**src/rtl/sram_timing_pkg.sv**
```systemverilog
`timescale 1ns/1ps
package sram_timing_pkg;

  typedef enum logic [2:0] {
    PH_IDLE    = 3'd0,
    PH_WSETUP  = 3'd1,
    PH_WPULSE  = 3'd2,
    PH_WRECOV  = 3'd3,
    PH_RACCESS = 3'd4,
    PH_RTURN   = 3'd5
  } phase_e;

  // ceiling of ns / period, with a floor of one cycle
  function automatic int ns2cyc(input int ns, input int per);
    int c;
    c = (ns + per - 1) / per;
    return (c < 1) ? 1 : c;
  endfunction

  function automatic int imax(input int a, input int b);
    return (a > b) ? a : b;
  endfunction

endpackage

```
**src/rtl/sram_seq_fsm.sv**
```systemverilog
`timescale 1ns/1ps
module sram_seq_fsm
  import sram_timing_pkg::*;
#(
  parameter int SETUP_CYC = 1,
  parameter int PULSE_CYC = 6,
  parameter int RECOV_CYC = 1,
  parameter int ACC_CYC   = 7,
  parameter int TURN_CYC  = 3
) (
  input  logic   clk,
  input  logic   rst_n,
  input  logic   start,
  input  logic   start_wr,
  output phase_e phase_q,
  output phase_e phase_d,
  output logic   at_end
);

  localparam int MAXC  = imax(imax(imax(SETUP_CYC, PULSE_CYC), imax(RECOV_CYC, ACC_CYC)), TURN_CYC);
  localparam int CNT_W = $clog2(MAXC + 1);

  localparam logic [CNT_W-1:0] L_SETUP = CNT_W'(SETUP_CYC - 1);
  localparam logic [CNT_W-1:0] L_PULSE = CNT_W'(PULSE_CYC - 1);
  localparam logic [CNT_W-1:0] L_RECOV = CNT_W'(RECOV_CYC - 1);
  localparam logic [CNT_W-1:0] L_ACC   = CNT_W'(ACC_CYC - 1);
  localparam logic [CNT_W-1:0] L_TURN  = CNT_W'(TURN_CYC - 1);

  logic [CNT_W-1:0] cnt_q, cnt_d;

  assign at_end = (cnt_q == '0);

  always_comb begin
    phase_d = phase_q;
    cnt_d   = cnt_q;
    if (phase_q == PH_IDLE) begin
      if (start) begin
        phase_d = start_wr ? PH_WSETUP : PH_RACCESS;
        cnt_d   = start_wr ? L_SETUP : L_ACC;
      end
    end else if (!at_end) begin
      cnt_d = cnt_q - 1'b1;
    end else begin
      unique case (phase_q)
        PH_WSETUP:  begin phase_d = PH_WPULSE; cnt_d = L_PULSE; end
        PH_WPULSE:  begin phase_d = PH_WRECOV; cnt_d = L_RECOV; end
        PH_RACCESS: begin phase_d = PH_RTURN;  cnt_d = L_TURN;  end
        default:    begin phase_d = PH_IDLE;   cnt_d = '0;      end
      endcase
    end
  end

  always_ff @(posedge clk or negedge rst_n) begin
    if (!rst_n) begin
      phase_q <= PH_IDLE;
      cnt_q   <= '0;
    end else begin
      phase_q <= phase_d;
      cnt_q   <= cnt_d;
    end
  end

  // the idle state never carries a pending count
  a_r2_idle_count_clear: assert property (@(posedge clk) disable iff (!rst_n)
    (phase_q == PH_IDLE) |-> at_end);

  // a read access always ends in the turnaround phase
  a_r6_access_to_turn: assert property (@(posedge clk) disable iff (!rst_n)
    (phase_q == PH_RACCESS && at_end) |=> (phase_q == PH_RTURN));

endmodule

```
**src/rtl/sram_pin_drive.sv**
```systemverilog
`timescale 1ns/1ps
module sram_pin_drive
  import sram_timing_pkg::*;
#(
  parameter int ADDR_W = 17,
  parameter int DATA_W = 8
) (
  input  logic              clk,
  input  logic              rst_n,
  input  phase_e            phase_d,
  input  logic              load,
  input  logic [ADDR_W-1:0] addr_in,
  input  logic [DATA_W-1:0] wdata_in,
  output logic [ADDR_W-1:0] mem_addr,
  output logic [DATA_W-1:0] mem_dq_out,
  output logic              mem_cs1_n,
  output logic              mem_cs2,
  output logic              mem_we_n,
  output logic              mem_oe_n,
  output logic              mem_dq_oe
);

  logic sel_d;
  assign sel_d = (phase_d == PH_WSETUP) || (phase_d == PH_WPULSE) ||
                 (phase_d == PH_WRECOV) || (phase_d == PH_RACCESS);

  // every memory pin leaves a flop: no decode glitches on the strobes
  always_ff @(posedge clk or negedge rst_n) begin
    if (!rst_n) begin
      mem_cs1_n <= 1'b1;
      mem_cs2   <= 1'b0;
      mem_we_n  <= 1'b1;
      mem_oe_n  <= 1'b1;
      mem_dq_oe <= 1'b0;
    end else begin
      mem_cs1_n <= !sel_d;
      mem_cs2   <= sel_d;
      mem_we_n  <= (phase_d != PH_WPULSE);
      mem_oe_n  <= (phase_d != PH_RACCESS);
      mem_dq_oe <= (phase_d == PH_WPULSE);
    end
  end

  always_ff @(posedge clk or negedge rst_n) begin
    if (!rst_n) begin
      mem_addr   <= '0;
      mem_dq_out <= '0;
    end else if (load) begin
      mem_addr   <= addr_in;
      mem_dq_out <= wdata_in;
    end
  end

  // the address does not move while the memory stays selected
  a_r4_addr_stable: assert property (@(posedge clk) disable iff (!rst_n)
    (!mem_cs1_n && $past(!mem_cs1_n)) |-> $stable(mem_addr));

  // write data does not move while it is driven
  a_r5_data_stable: assert property (@(posedge clk) disable iff (!rst_n)
    (mem_dq_oe && $past(mem_dq_oe)) |-> $stable(mem_dq_out));

endmodule

```
**src/rtl/sram_rd_latch.sv**
```systemverilog
`timescale 1ns/1ps
module sram_rd_latch #(
  parameter int DATA_W = 8
) (
  input  logic              clk,
  input  logic              rst_n,
  input  logic              take,
  input  logic [DATA_W-1:0] dq_in,
  output logic [DATA_W-1:0] rdata,
  output logic              rvalid
);

  always_ff @(posedge clk or negedge rst_n) begin
    if (!rst_n) begin
      rdata  <= '0;
      rvalid <= 1'b0;
    end else begin
      rvalid <= take;
      if (take) rdata <= dq_in;
    end
  end

  // the response strobe is a single-cycle pulse
  a_r6_resp_pulse: assert property (@(posedge clk) disable iff (!rst_n)
    rvalid |=> !rvalid);

endmodule

```
**src/rtl/sram_strobe_ctrl.sv**
```systemverilog
`timescale 1ns/1ps
module sram_strobe_ctrl
  import sram_timing_pkg::*;
#(
  parameter int ADDR_W      = 17,
  parameter int DATA_W      = 8,
  parameter int CLK_NS      = 10,
  parameter int T_CYCLE_NS  = 70,
  parameter int T_WPULSE_NS = 55,
  parameter int T_DSETUP_NS = 30,
  parameter int T_ASETUP_NS = 0,
  parameter int T_WRECOV_NS = 0,
  parameter int T_ACCESS_NS = 70,
  parameter int T_OEACC_NS  = 35,
  parameter int T_OFF_NS    = 25
) (
  input  logic              clk,
  input  logic              rst_n,
  input  logic              req_valid,
  output logic              req_ready,
  input  logic              req_write,
  input  logic [ADDR_W-1:0] req_addr,
  input  logic [DATA_W-1:0] req_wdata,
  output logic              resp_valid,
  output logic [DATA_W-1:0] resp_rdata,
  output logic [ADDR_W-1:0] mem_addr,
  output logic              mem_cs1_n,
  output logic              mem_cs2,
  output logic              mem_we_n,
  output logic              mem_oe_n,
  output logic [DATA_W-1:0] mem_dq_out,
  input  logic [DATA_W-1:0] mem_dq_in,
  output logic              mem_dq_oe
);

  localparam int SETUP_CYC = ns2cyc(T_ASETUP_NS, CLK_NS);
  localparam int RECOV_CYC = ns2cyc(T_WRECOV_NS, CLK_NS);
  // the strobe is stretched so that setup + pulse + recovery meet the cycle minimum
  localparam int PULSE_CYC = imax(imax(ns2cyc(T_WPULSE_NS, CLK_NS), ns2cyc(T_DSETUP_NS, CLK_NS)),
                                  ns2cyc(T_CYCLE_NS, CLK_NS) - SETUP_CYC - RECOV_CYC);
  localparam int ACC_CYC   = imax(imax(ns2cyc(T_ACCESS_NS, CLK_NS), ns2cyc(T_OEACC_NS, CLK_NS)),
                                  ns2cyc(T_CYCLE_NS, CLK_NS));
  localparam int TURN_CYC  = ns2cyc(T_OFF_NS, CLK_NS);

  phase_e phase_q, phase_d;
  logic   at_end;
  logic   accept;

  assign req_ready = (phase_q == PH_IDLE);
  assign accept    = req_valid && req_ready;

  sram_seq_fsm #(
    .SETUP_CYC(SETUP_CYC), .PULSE_CYC(PULSE_CYC), .RECOV_CYC(RECOV_CYC),
    .ACC_CYC(ACC_CYC), .TURN_CYC(TURN_CYC)
  ) u_fsm (
    .clk(clk), .rst_n(rst_n), .start(accept), .start_wr(req_write),
    .phase_q(phase_q), .phase_d(phase_d), .at_end(at_end)
  );

  sram_pin_drive #(.ADDR_W(ADDR_W), .DATA_W(DATA_W)) u_pins (
    .clk(clk), .rst_n(rst_n), .phase_d(phase_d), .load(accept),
    .addr_in(req_addr), .wdata_in(req_wdata),
    .mem_addr(mem_addr), .mem_dq_out(mem_dq_out),
    .mem_cs1_n(mem_cs1_n), .mem_cs2(mem_cs2), .mem_we_n(mem_we_n),
    .mem_oe_n(mem_oe_n), .mem_dq_oe(mem_dq_oe)
  );

  sram_rd_latch #(.DATA_W(DATA_W)) u_rd (
    .clk(clk), .rst_n(rst_n),
    .take(phase_q == PH_RACCESS && at_end),
    .dq_in(mem_dq_in), .rdata(resp_rdata), .rvalid(resp_valid)
  );

  // an accepted request drops ready on the next cycle
  a_r2_busy_after_accept: assert property (@(posedge clk) disable iff (!rst_n)
    accept |=> !req_ready);

  // the two chip selects always agree
  a_r3_cs_pair: assert property (@(posedge clk) disable iff (!rst_n)
    mem_cs1_n == !mem_cs2);

  // the bus is driven only inside the write strobe, never with output enable low
  a_r5_drive_in_strobe: assert property (@(posedge clk) disable iff (!rst_n)
    mem_dq_oe |-> (!mem_we_n && mem_oe_n));

  // the write strobe only falls while selected
  a_r4_we_selected: assert property (@(posedge clk) disable iff (!rst_n)
    !mem_we_n |-> (!mem_cs1_n && mem_cs2));

  // a response only follows a cycle with output enable low
  a_r6_resp_after_read: assert property (@(posedge clk) disable iff (!rst_n)
    $rose(resp_valid) |-> $past(!mem_oe_n));

endmodule

```
**config.mk**
```make
export PLATFORM = sky130hd
export DESIGN_NAME = sram_strobe_ctrl
export DESIGN_NICKNAME = d
export VERILOG_FILES = /design/src/rtl/sram_timing_pkg.sv /design/src/rtl/sram_seq_fsm.sv /design/src/rtl/sram_pin_drive.sv /design/src/rtl/sram_rd_latch.sv /design/src/rtl/sram_strobe_ctrl.sv
export SDC_FILE = /design/constraint.sdc
export NUM_CORES = 1
export LEC_CHECK = 0
export ABC_AREA = 1
export CAP_MARGIN = 20
export CORE_MARGIN = 3
export CORE_UTILIZATION = 30
export CTS_CLUSTER_SIZE = 8
export DETAILED_ROUTE_END_ITERATION = 16
export PLACE_DENSITY = 0.6
export SYNTH_ARGS = -nofsm -noshare
export SYNTH_HDL_FRONTEND = slang
export SYNTH_SLANG_ARGS = --single-unit
```
**constraint.sdc**
```tcl
create_clock -name clk -period 2.41 [get_ports clk]
set_input_delay 0.482 -clock clk [delete_from_list [all_inputs] [get_ports clk]]
set_output_delay 0.482 -clock clk [all_outputs]
set_load 0.01 [all_outputs]
```
==> metrics.txt <==
pre-CTS WS 0.571 ns; Synth Warn # 0; post-cts sizing count 0; number of synthesized register bits 45; max cap viols 0; crit end category output port; DRC Markers 0; Clock Pin Slew Worst Setup and Hold Paths roughly 0.08 ns; proportion of layout cells with a drive suffix above 1 0.197; Final Max Tran Viols 0; Yosys cell types 23; outcome complete, no violations; Die X 86.3 um; routability cong. between 0.8 and 0.9; final setup fails 0; # rows 28; # H-tree levels 2; vias per cell between 4 and 5; Worst EP required between 1.5 and 2 ns; register-to-register setup slack around 0.83 ns; worst-path fanout max 6; Slew @ Worst Pin around 0.64 ns; average size of a mapped cell approximately 12 um2; Pleak ~1.3 nW; Hold Vio Cnt, Final 0; most area-consuming cells after synthesis dfrtp_1 (54%), mux2_4 (16%), nand2_1 (8.0%), dfstp_2 (4.1%), mux2_2 (2.9%); fmax 473 MHz; cells on worst reg2reg path 9; cts hold-fix bufs 0; global-route wire length before repair 6290 um; Clock Latency Late Sink around 0.29 ns; Final Cycle Share 0.876; Cells after Synth 155; unrepaired setup endpoints after global routing no; vias in the first global route about 1300; final WL 3900 um; diodes inserted 0; final worst slack between 0.2 and 0.3 ns; pin count of the biggest net entering global routing 31; die area 7440 um2; initial antenna violation count 0; first drt pass iteration count 6; CTS root buffer clkbuf_8; core area about 6000 um2; Area Growth Syn to Fin 48.8%; post-synth top area cell dfrtp_1; Detailed Route Iter0 Violations 42; final clock skew just under 0.008 ns; drt wl/cell 12.4 um; Detail Placement HPWL 2950 um; Slew headroom 0.571; post-synth top area share 0.544; CTS Buf Count 5; Longest Clk Path Bufs 2; nets@finish between 200 and 300; final setup TNS 0 ns; Post-Synthesis Cell Area roughly 1900 um2; Die Y between 80 and 90 um; pwr/cell area 1340 nW/um2; HP Class in -> async; post-synthesis sequential area ratio 0.584; CP Class reg -> out; Worst Setup Start Kind flop; Net Count, Synth roughly 190; DR vias between 1000 and 1500; CP arrival 1.63 ns; IO Port Bufs 76; CTS tree built; DRT antenna net count 0; Peak supply drop ~0.00056 V; Tmin final between 2 and 2.5 ns; GRT Resource Usage Total 0.109; Post-CTS Setup Inserts 0; Initial Utilization 0.317; RR Startpoint u_fsm.cnt_q[0]; r2r endpoint u_pins.mem_we_n; total grt overflow 0; clock sinks 45; IO Pins just under 80
[worst max-delay path by stage]
stage | start | endpoint | slack, ns | cells after the start
floorplan | u_fsm.phase_q[0] | u_pins.mem_addr[10] | 1.05 | 6
global placement | req_valid | u_pins.mem_addr[0] | 0.59 | 3
detailed placement | req_valid | u_pins.mem_cs1_n | 0.57 | 6
CTS | u_fsm.phase_q[0] | req_ready | 0.27 | 4
global route | u_fsm.phase_q[0] | req_ready | 0.22 | 4
finish | u_fsm.phase_q[0] | req_ready | 0.30 | 4
[stage by stage]
stage / area, um2 / power [mW] / hold WS (ns) / instances / util
after global routing: 2880 / 4.13 / 0.260 / 314 / 0.472
final: 2880 / 3.84 / 0.212 / 314 / 0.472
after floorplan: 1930 / 2.43 / 0.186 / 155 / -
after global placement: 2760 / 3.28 / 0.456 / 306 / 0.453
after detailed placement: 2760 / 3.31 / 0.461 / 306 / 0.453
after CTS: 2880 / 3.91 / 0.235 / 314 / 0.472
[per-layer routing]
layer,up-vias,share of wire,track usage
met1,600,0.44,0.149
met2,44,0.48,0.160
met3,5,0.070,0.0380
met4,0,0.012,0.0382
met5,-,0,0
li1,667,-,-
[worst max-delay path, stage by stage (launching register included)]
cell	delay [ns]
dfrtp_1	0.44
nor2_4	0.18
nand2_4	0.10
inv_6	0.09
clkdlybuf4s50_1	0.54
[cell families after synthesis]
group,Yosys count,synth area share
and+or+nand+nor,58,0.140
DFF,45,0.584
muxes,25,0.184
buffers and inverters,18,0.0550
AOI/OAI and AO/OA,6,0.0181
adders and majority gates,2,0.0129
xor gates and xnor gates,1,0.00453
[Yosys cell counts, drive strengths merged]
cell type	count
nor3	1
xnor2	1
or2	1
o211ai	2
inv	15
dfrtp	42
nand4	3
dfstp	3
nand2	43
buf	3
o21ai	3
a21oi	1
mux2	25
nand3	5
ha	2
nor2	5
[sequential cells by signal, indices dropped and copies added (netlist names)]
| name | cells |
|---|---|
| u_pins.mem_oe_n | 1 |
| u_pins.mem_we_n | 1 |
| u_rd.rdata | 8 |
| u_fsm.phase_q | 3 |
| u_pins.mem_dq_out | 8 |
| u_pins.mem_cs1_n | 1 |
| u_pins.mem_dq_oe | 1 |
| u_rd.rvalid | 1 |
| u_pins.mem_addr | 17 |
| u_fsm.cnt_q | 3 |
| u_pins.mem_cs2 | 1 |
[cell type report]
class	count	area [um2]
multi-input combinational	92	697
fill	585	3220
sequential	45	1130
tap	75	93.8
clock buffer	7	86.3
timing repair buffer	79	778
clock inverter	1	30.0
inverter	15	61.3
[power breakdown]
group	switching, mW	internal, mW	leakage (nW)
clock	0.241	0.338	0.0585
combinational	0.788	1.11	0.760
sequential	0.208	1.15	0.530
total	1.24	2.60	1.35
[placed cells by master, fill, tap and decap left out, types with 2 or more instances in the layout]
cell	synthesis	routed
o211ai_1	2	2
inv_1	12	12
dfrtp_1	42	42
o21ai_0	3	3
nand4_1	3	3
dfstp_2	3	3
clkbuf_8	0	6
nand2_1	41	41
nand3_1	5	5
ha_1	2	2
buf_4	0	3
mux2_2	5	5
inv_2	2	2
mux2_4	20	20
nor2_1	4	4
clkdlybuf4s50_1	0	75
(Power assumes the default switching activity.)
